**src/rtl/y86_fetch_decode.sv**
```systemverilog
module y86_fetch_decode #(
  parameter int ADDR_W = 64,
  parameter int WORD_W = 64
) (
  input  logic [ADDR_W-1:0]   pc,
  input  logic [WORD_W+15:0]  win,
  input  logic                addr_ok,
  output logic [3:0]          icode,
  output logic [3:0]          ifun,
  output logic [3:0]          ra,
  output logic [3:0]          rb,
  output logic [WORD_W-1:0]   valc,
  output logic [ADDR_W-1:0]   valp,
  output logic [2:0]          stat
);
  localparam logic [3:0] OP_HALT = 4'h0, OP_NOP = 4'h1, OP_RRMOV = 4'h2,
                         OP_IRMOV = 4'h3, OP_RMMOV = 4'h4, OP_MRMOV = 4'h5,
                         OP_ALU = 4'h6, OP_JMP = 4'h7, OP_CALL = 4'h8,
                         OP_RET = 4'h9, OP_PUSH = 4'hA, OP_POP = 4'hB;
  localparam logic [3:0] NO_REG = 4'hF;
  localparam logic [2:0] ST_AOK = 3'd1, ST_HLT = 3'd2, ST_ADR = 3'd3, ST_INS = 3'd4;

  logic       has_regs, has_const, legal;
  logic [3:0] len;

  assign icode = win[7:4];
  assign ifun  = win[3:0];

  always_comb begin
    has_regs  = 1'b0;
    has_const = 1'b0;
    legal     = 1'b1;
    unique case (icode)
      OP_HALT, OP_NOP, OP_RET:  legal = (ifun == 4'h0);
      OP_RRMOV: begin has_regs = 1'b1; legal = (ifun <= 4'h6); end
      OP_ALU:   begin has_regs = 1'b1; legal = (ifun <= 4'h3); end
      OP_PUSH, OP_POP: begin has_regs = 1'b1; legal = (ifun == 4'h0); end
      OP_JMP:   begin has_const = 1'b1; legal = (ifun <= 4'h6); end
      OP_CALL:  begin has_const = 1'b1; legal = (ifun == 4'h0); end
      OP_IRMOV, OP_RMMOV, OP_MRMOV: begin
        has_regs = 1'b1; has_const = 1'b1; legal = (ifun == 4'h0);
      end
      default:  legal = 1'b0;
    endcase
  end

  assign len  = 4'd1 + (has_regs ? 4'd1 : 4'd0) + (has_const ? 4'd8 : 4'd0);
  assign ra   = has_regs ? win[15:12] : NO_REG;
  assign rb   = has_regs ? win[11:8]  : NO_REG;
  assign valc = !has_const ? '0 : (has_regs ? win[WORD_W+15:16] : win[WORD_W+7:8]);
  assign valp = pc + ADDR_W'(len);

  always_comb begin
    if (!addr_ok)              stat = ST_ADR;
    else if (!legal)           stat = ST_INS;
    else if (icode == OP_HALT) stat = ST_HLT;
    else                       stat = ST_AOK;
  end
endmodule

```
**config.mk**
```make
export PLATFORM = sky130hd
export DESIGN_NAME = y86_fetch_decode
export DESIGN_NICKNAME = d
export VERILOG_FILES = /design/src/rtl/y86_fetch_decode.sv
export SDC_FILE = /design/constraint.sdc
export NUM_CORES = 1
export LEC_CHECK = 0
export ABC_CLOCK_PERIOD_IN_PS = 3500
export BUFFER_PORTS_ARGS = -buffer_cell sky130_fd_sc_hd__buf_2
export CAP_MARGIN = 30
export CORE_AREA = 2 2 115 117
export DETAILED_ROUTE_END_ITERATION = 12
export DIE_AREA = 0 0 117 119
export PLACE_DENSITY = 0.57
export SYNTH_ARGS = -nofsm -noshare
export SYNTH_HDL_FRONTEND = slang
export SYNTH_SLANG_ARGS = --single-unit
```
**constraint.sdc**
```tcl
create_clock -name vclk -period 3.5
set_input_delay 0.175 -clock vclk [all_inputs]
set_output_delay 0.175 -clock vclk [all_outputs]
set_load 0.01 [all_outputs]
```
* Yosys cells after proc, flatten, opt, wreduce, memory -nomap -nowiden
Index checks and enable logic that the tools add are counted.
** Operators by class
- $add $sub $neg :: 3
- Order comparisons :: 2
- Eq/ne operators :: 11
- Mux-type cells :: 12
- Reduce and logical (&&, ||, !) cells :: 6
** Operator list (number)
- $mux 64 :: 2
- $add 64x4->64 :: 1
- $eq 4x3->1 const B :: 4
- $eq 4x4->1 const B :: 4
- $mux 4 :: 3
- $reduce_or 9->1 :: 1
- $eq 4x2->1 const B :: 2
- $logic_not 4->1 :: 2
- $reduce_or 7->1 :: 1
- $mux 3 :: 2
- $reduce_or 5->1 :: 1
- $add 2x4->4 :: 1
- $eq 4x1->1 const B :: 1
- $le 4x2->1 const B :: 1
- $le 4x3->1 const B :: 1
- $mux 1 :: 3
- $pmux 1 s3 :: 1
- $add 1x1->2 const A :: 1
- $mux 2 :: 1
- $reduce_or 2->1 :: 1
** Word-level totals
- Register bits :: 0
- Output and inout port bits :: 147
- Word-level logic and storage cells :: 34

* Depth between registers and ports, before layout
Gate-level depths: netlist of the first run.
- Depth after elaboration :: 7
- Gate-level depth with buffers :: 14
- Depth with buffers taken out :: 10

* Least setup slack after synthesis of the first run
Ideal clock, no wire load.
- Kind :: input-to-output
- Start :: input win[6]
- End :: output valp[14]
- Arrival :: 3105 ps
- Setup slack :: 220 ps
- Stages on the path :: 12
- Path buffers :: 3
- Cells stage by stage :: clkbuf_1 > nor3_1 > a21oi_1 > clkbuf_1 > buf_1 > inv_1 > ha_1 > a21oi_1 > or2_2 > or4_1 > nor2_1 > xor2_1
** Between the ends
- Word-level cells in the longest chain between the ends :: 7
- Elaborated cells on any way between the ends :: 18
- Classes of those cells :: add/sub: 3; eq/ne: 9; mux: 4; reduce/logical: 2
** RTL lines
- from (decl) :: line 6 : input logic [WORD_W+15:0] win,
- $eq 4x2->1, or another cell as far along :: line 33 : unique case (icode)
- $reduce_or 7->1 (no line)
- $mux 1 :: line 33
- $mux 1 :: line 47 : assign len = 4'd1 + (has_regs ? 4'd1 : 4'd0) + (has_const ? 4'd8 : 4'd0);
- $add 1x1->2 :: line 47
- $add 2x4->4 * :: line 47
- $add 64x4->64 * :: line 51 : assign valp = pc + ADDR_W'(len);
- to (decl) :: line 13 : output logic [ADDR_W-1:0] valp,
Mark *: on every way between the ends. The rest lies on a longest branch, timed or not.

* Worst setup path after layout of the first run
Same ends and word-level chain as after synthesis.

==> results of run 1 <==
## power by group through the flow
stage	registers [W]	logic (W)	clock network, W
after floorplan	0	0.000274	0
after global placement	0	0.000538	0
after detailed placement	0	0.000536	0
after CTS	0	0.000538	0
after global routing	0	0.000589	0
final	0	0.000533	0
## area by class of cell
type | count | area [µm²]
timing repair buffer | 298 | 1506
fill | 1501 | 8677
multi-input combinational | 421 | 2441
inverter | 8 | 30.03
tap | 176 | 220.2
## metrics by stage
stage | hold WS, ps | utilization (%)
3_3_place_gp | 562.4 | 32.60
2_1_floorplan | 416.1 | -
3_5_place_dp | 560.4 | 32.60
4_1_cts | 562.2 | 32.60
5_1_grt | 576.6 | 32.60
6_report | 564.6 | 32.60
## cell usage after synthesis (4+ instances only)
library cell and count:
a21oi_1 70, and3_1 11, xnor2_1 43, nand2_1 146, nand3b_1 4, clkbuf_1 21, buf_4 9, nand2b_1 9
xor2_1 21, and4_1 8, inv_1 8, nor2_1 12, nor4_1 6, nand3_1 28, nor3_1 10, nand4_1 20
## layer usage
| metal | up-vias | track usage, % |
|---|---|---|
| met1 | 1840 | 18.27 |
| li1 | 2125 | - |
| met2 | 185 | 30.35 |
| met4 | 2 | 1.838 |
| met3 | 12 | 2.646 |
| met5 | - | 0 |
## worst max-delay path by stage
stage | startpoint | end | depth (start not counted)
2_1_floorplan | win[6] | valp[14] | 12
3_3_place_gp | win[6] | valp[14] | 11
3_5_place_dp | win[6] | valp[14] | 11
4_1_cts | win[6] | valp[14] | 11
5_1_grt | win[6] | valp[14] | 11
6_report | win[6] | valp[14] | 11
## logic make-up (layout without fill, tap and decap cells)
| group | Yosys count | count (layout) | synth area share [%] |
|---|---|---|---|
| muxes | 1 | 1 | 0.3819 |
| buffers and inverters | 43 | 306 | 7.780 |
| adders and majority gates | 2 | 2 | 0.9545 |
| and+or+nand+nor | 273 | 273 | 51.65 |
| xor gates and xnor gates | 64 | 64 | 21.38 |
| AOI/OAI and AO/OA | 81 | 81 | 17.85 |
==> results.ini, run 1 <==
[floorplanning]
fp.dieW_um = 117
pin_count = 292
die_h_um = 119
dieArea_um2 = 13920
start_util_pct = 20.36
rows = 42
core_region_area_um2 = 12870

[global_route]
antenna_found_initial = 1
grt_usage_pct = 15.74
grt_pass1_vias = 3663
grt_max_degree = 74
grt_pass1_wl_mm = 17.98
grt_overflow = 0

[logic_synthesis]
netlist.area_leader.share_pct = 20.91
syn_avg_cell_area_um2 = 5.649
ys_top_cells_by_area = nand2_1, xnor2_1, a21oi_1, xor2_1, nand3_1
synth_seq_area_share_pct = 0
yosys.cell_types.count = 43
yosys_warnings = 0
synth_area_leader_cell = nand2_1
syn_area_um2 = 2621
syn_inst = 464
synth_nets = 611

[worst_setup_path]
crit_path_top_delay_cell = or4_1
crit_arrival_ps = 2840
endpoint_kind = output pin
cpPeakStageDelay_ps = 580
path_buf_inv = 3
path_class = in -> out
crit_required_ps = 3320
critPathMaxFanout = 13
critPathTopFamily = simple AND/OR/NAND/NOR gates
crit_top_cell = buf_2
crit_chain = buf_2, nor3_1, a21oi_4, inv_1, ha_1, a21oi_1, or2_2, or4_1, nor2_1, xor2_1, buf_2
critPathLaunchType = primary input

[timing]
hold_violations = 0
rsz0062_at_grt = no
fmax_mhz = 332.2
worst_slew_pin_slew_ps = 811.5
finalSetupViolations = 0
setup_tns_ps = 0
period_minus_slack_ps = 3010
finalCritPeriodShare_pct = 86.01
slew_headroom_pct = 45.45
slew_violations = 0
fin_ws_ps = 489.8

[placed_design]
dpl.cell_count = 903
placed_cell_area_um2 = 4198
gp_congestion = 0.7955
post-dp-hpwl_mm = 10.45
port-buffer-count = 292
dpl_worst_slack_ps = 460.2

[detailed_routing]
finalWirelength_mm = 12.33
drc_errors = 0
via_per_inst = 4.611
drt_iter0_drc = 187
antenna_left = 0
wl_met2_mm = 6.200
wl_per_cell_um = 13.65
vias = 4164
drt-pass1-iter-count = 4
routed-wl-met3_um = 961
met1Wirelength_mm = 4.993
topRoutingLayerUsed = met5

[finish]
final_cell_mix = buf_2, nand2_1, a21oi_1
fin_nets = 876
fin_area_um2 = 4198
layout_commonest_cell = buf_2
layout.cells.non_filler = 903
nClkBuffers = 0
diodes = 0
regArea_um2 = 0
seq_cells = 0
syn2layout_area_growth_pct = 60.14
drive_above_1_share_pct = 43.33

[power]
clkPwrFrac_pct = 0
p_leak_nw = 2.167
comb_power_share_pct = 100.0
ir_drop_uv = 50.19
total_power_w = 0.0005326
p_int_w = 0.0002177
switchingPower_w = 0.0003150
p_per_area_nw_per_um2 = 126.9
sw_frac_of_total_pct = 59.13
seqPwrFrac_pct = 0

[min_path]
worst_hold_path.num_cells = 2
hp-start = win[3]
hold_end = ifun[3]
hold_class = in -> out

[job]
cap_violations = 0

[clock_tree]
cts_setup_buffers = 0
cts_resized = 0
cts_hold_buf = 0

[run_status]
status = completed

(Power assumes the default switching activity.)
==> inputs of run 2 (changes only) <==
--- a/config.mk
+++ b/config.mk
@@ -11,6 +11,7 @@
 export CORE_AREA = 2 2 115 117
 export DETAILED_ROUTE_END_ITERATION = 12
 export DIE_AREA = 0 0 117 119
+export GPL_TIMING_DRIVEN = 0
 export PLACE_DENSITY = 0.57
 export SYNTH_ARGS = -nofsm -noshare
 export SYNTH_HDL_FRONTEND = slang
==> run 2 against run 1 <==
Net effect:
- sequential share of layout area stayed put
- flip-flop and latch count unchanged
- core utilization is 0.95 points higher
- first-iteration DRC count up 30%
- critical path type unchanged
- critical endpoint unchanged
==> results.ini, run 2 (synthesis results as in run 1) <==
[placed_design]
dpl.cell_count = 932
post-dp-hpwl_mm = 11.45
gp_congestion = 0.8679
placed_cell_area_um2 = 4303
port-buffer-count = 292

[worst_setup_path]
critPathMaxFanout = 19
crit_arrival_ps = 3130
path_buf_inv = 5
crit_chain = buf_2, clkbuf_2, mux2i_1, nor2_1, a21oi_2, clkbuf_8, inv_1, ha_1, a21oi_1, or2_2, or4_1, nor2_1, xor2_1, buf_2
crit_required_ps = 3320
path_class = in -> out
endpoint_kind = output pin
critPathTopFamily = simple AND/OR/NAND/NOR gates
critPathLaunchType = primary input
crit_path_top_delay_cell = or4_1
cpPeakStageDelay_ps = 590

[timing]
finalSetupViolations = 0
fmax_mhz = 302.5
finalCritPeriodShare_pct = 94.47
hold_violations = 0
slew_headroom_pct = 40.58
worst_slew_pin_slew_ps = 883.9
period_minus_slack_ps = 3306
slew_violations = 0
rsz0062_at_grt = no

[global_route]
grt_max_degree = 20
grt_usage_pct = 16.74
grt_pass1_wl_mm = 18.93
grt_overflow = 0
grt_pass1_vias = 3750
antenna_found_initial = 1

[finish]
layout.cells.non_filler = 931
layout_commonest_cell = buf_2
fin_area_um2 = 4320
syn2layout_area_growth_pct = 64.82
nClkBuffers = 0
regArea_um2 = 0
seq_cells = 0
drive_above_1_share_pct = 42.65
final_cell_mix = buf_2, nand2_1, a21oi_1
diodes = 0
fin_nets = 904
multi_input_area_um2 = 2426
fillers = 1477

[floorplanning]
rows = 42
dieArea_um2 = 13920
die_h_um = 119
fp.dieW_um = 117
core_region_area_um2 = 12870
start_util_pct = 20.36
pin_count = 292

[detailed_routing]
drt-pass1-iter-count = 4
drt_iter0_drc = 243
antenna_left = 0
via_per_inst = 4.631
wl_per_cell_um = 14.11
finalWirelength_mm = 13.14
vias = 4311
drc_errors = 0

[clock_tree]
cts_hold_buf = 0
cts_setup_buffers = 0

[power]
p_per_area_nw_per_um2 = 128.3
p_leak_nw = 2.230
ir_drop_uv = 58.25

[run_status]
status = completed

[min_path]
hold_class = in -> out

[job]
cap_violations = 0

-- run 2: cell types whose count changed in the layout (fill, tap and decap cells not counted), sizes merged --
cell / delta
buf: +7
clkbuf: +21
-- run 2: stage by stage --
step	utilization [%]	setup slack [ps]	hold WS, ps	TNS (ps)	power, W
after global placement	33.42	-789.3	624.7	-32060	0.0005546
after floorplan	-	219.7	416.1	0	0.0002736
after CTS	33.48	68.49	628.8	0	0.0005572
after detailed placement	33.42	-837.5	626.6	-34250	0.0005531
after global routing	33.56	16.04	641.9	0	0.0006119
final	33.56	193.7	627.7	0	0.0005544
-- run 2: area by class of cell --
type	instances	share of cell area (%)
buffer	34	4.228
tap	176	5.097
multi-input combinational	421	56.15
inverter	8	0.6950
timing repair buffer	292	33.83
-- run 2: power by group --
part	internal, W	leakage [nW]	switching (W)	total, W
clock	0	0	0	0
sequential	0	0	0	0
combinational	0.000228	2.23	0.000326	0.000554
total	0.000228	2.23	0.000326	0.000554
-- run 2: final timing paths --
check     from  endpoint  slack [ps]  cells past startpoint
max     win[6]  valp[14]         190                     14
min    addr_ok   stat[1]         630                      3
-- run 2: per-layer routing --
metal,vias to the layer above,global-route usage [%],part of all wire [%]
met1,1934,20.15,40
met3,6,2.545,8.3
li1,2179,-,-
met2,190,32.44,51
met5,-,0,0.099
met4,2,0.2941,0.33
-- run 2: worst min-delay path, delay by kind of cell --
kind | cells | cell delay (ps)
buffers and inverters | 2 | 230
AND/OR/NAND/NOR | 1 | 50
-- run 2: repair_timing --
item,CTS,global route
pin swaps,0,0
endpoints found under the setup margin,60,6
gates cloned,0,0
resized for setup,4,4
hold endpoints to repair,0,0
==> inputs of run 3 (changes only) <==
==> config.mk (replaced) <==
export PLATFORM = sky130hd
export DESIGN_NAME = y86_fetch_decode
export DESIGN_NICKNAME = d
export VERILOG_FILES = /design/src/rtl/y86_fetch_decode.sv
export SDC_FILE = /design/constraint.sdc
export NUM_CORES = 1
export LEC_CHECK = 0
export ABC_CLOCK_PERIOD_IN_PS = 2900
export BUFFER_PORTS_ARGS = -buffer_cell sky130_fd_sc_hd__buf_2
export CAP_MARGIN = 30
export CORE_AREA = 2 2 113 115
export DETAILED_ROUTE_END_ITERATION = 12
export DIE_AREA = 0 0 115 117
export GPL_TIMING_DRIVEN = 0
export PLACE_DENSITY = 0.61
export SYNTH_ARGS = -nofsm -noshare
export SYNTH_HDL_FRONTEND = slang
export SYNTH_SLANG_ARGS = --single-unit
==> constraint.sdc (replaced) <==
create_clock -name vclk -period 2.9
set_input_delay 0.145 -clock vclk [all_inputs]
set_output_delay 0.145 -clock vclk [all_outputs]
set_load 0.01 [all_outputs]
==> run 3 against run 2 <==
Net effect:
- flip-flop and latch count stayed put
- first-iteration DRC count is 1.2% higher
- core utilization is 2.9 points higher
- combinational power is 28% higher
- global-route usage is 0.37 points higher
- critical endpoint is now valp[12]
- largest cell class unchanged
- largest power group unchanged
==> results.ini, run 3 (synthesis results as in run 1) <==
[timing]
timing.hold.ws_ps = 538.2
worst_slew_pin_slew_ps = 969.0
hold_violations = 0
slew_headroom_pct = 34.86
finalCritPeriodShare_pct = 95.85
fin_ws_ps = 120.4
period_minus_slack_ps = 2780
slew_violations = 0
fmax_mhz = 359.8
finalSetupViolations = 0

[floorplanning]
dieArea_um2 = 13460
rows = 41
pin_count = 292
die_h_um = 117
start_util_pct = 21.29
core_region_area_um2 = 12310
fp.dieW_um = 115

[power]
comb_power_share_pct = 100.0
p_leak_nw = 2.298
sw_frac_of_total_pct = 57.75
p_per_area_nw_per_um2 = 158.0
total_power_w = 0.0007098
switchingPower_w = 0.0004100
p_int_w = 0.0002999
seqPwrFrac_pct = 0
clkPwrFrac_pct = 0
ir_drop_uv = 58.21

[detailed_routing]
drt_iter0_drc = 246
drt-pass1-iter-count = 6
via_per_inst = 4.787
drc_errors = 0
wl_per_cell_um = 14.59
vias = 4380
antenna_left = 0
finalWirelength_mm = 13.35

[worst_setup_path]
critPathLaunchType = primary input
crit_chain = buf_2, clkbuf_16, mux2i_1, nor2_1, a21oi_2, clkbuf_8, inv_1, ha_4, a21oi_2, or2_4, or4_4, buf_4, xnor2_1, buf_2
crit_required_ps = 2760
crit_arrival_ps = 2630
critPathMaxFanout = 6
cpPeakStageDelay_ps = 560
endpoint_kind = output pin
path_class = in -> out
crit_path_top_delay_cell = or4_4

[global_route]
grt_usage_pct = 17.11
grt_overflow = 0
grt_pass1_vias = 3605
grt_pass1_wl_mm = 19.04
grt_max_degree = 19
antenna_found_initial = 0

[placed_design]
dpl.cell_count = 906
port-buffer-count = 292
dpl_worst_slack_ps = -785.9
post-dp-hpwl_mm = 11.33
gp_congestion = 0.8664

[finish]
seq_cells = 0
drive_above_1_share_pct = 44.97
nClkBuffers = 0
fin_nets = 914
layout_commonest_cell = buf_2
final_cell_mix = buf_2, nand2_1, a21oi_1
syn2layout_area_growth_pct = 71.36
regArea_um2 = 0
layout.cells.non_filler = 915
diodes = 0

[min_path]
hold_class = in -> out

[run_status]
status = completed

[job]
cap_violations = 0

[clock_tree]
cts_hold_buf = 0

[run 3: metal layers]
metal  vias up  routed length, µm  global-route usage (%)
li1       2211                  -                       -
met1      2008               6249                   26.17
met2       155               6300                   27.41
met3         6                741                   1.236
met4         0                 60                   1.044
met5         -                  0                       0
[run 3: path summary, 6_finish.rpt]
kind,slack (ps),from,cells after the start,to
worst max-delay path,120,win[6],14,valp[12]
worst min-delay path,540,addr_ok,3,stat[1]
[run 3: layout make-up]
cell class | instances | area [µm²]
repair buffers | 302 | 1536
inverters | 8 | 30.03
plain buffers | 34 | 212.7
multi-input cells | 421 | 2525
well taps | 150 | 187.7
fillers | 1421 | 7820
[run 3: critical path: cells and delay by family]
kind,cells,cell delay [ps]
AND/OR/NAND/NOR,3,910
XOR/XNOR,1,110
buffers and inverters,6,810
adder cells (fa/ha/maj),1,290
AO/OA/AOI/OAI,2,250
multiplexers,1,120
[run 3: power by group through the flow]
stage,clock [W],combinational (W),sequential (W)
2_1_floorplan,0,0.000331,0
3_5_place_dp,0,0.000670,0
3_3_place_gp,0,0.000670,0
6_report,0,0.000710,0
5_1_grt,0,0.000778,0
4_1_cts,0,0.000695,0
[run 3: timing repair]
item | in CTS | in global routing
endpoints found under the hold margin | 0 | 0
setup endpoints to repair | 60 | 30
pin swaps | 1 | 7
buffers inserted | 2 | 8
gates resized for setup | 23 | 8
[run 3: stage by stage]
step / util, % / setup TNS (ps) / instance area [µm²]
6_report: 36.48 / 0 / 4492
5_1_grt: 36.48 / -2.290 / 4492
4_1_cts: 35.69 / 0 / 4394
3_5_place_dp: 34.72 / -34620 / 4274
3_3_place_gp: 34.72 / -33610 / 4274
2_1_floorplan: - / 0 / 2625
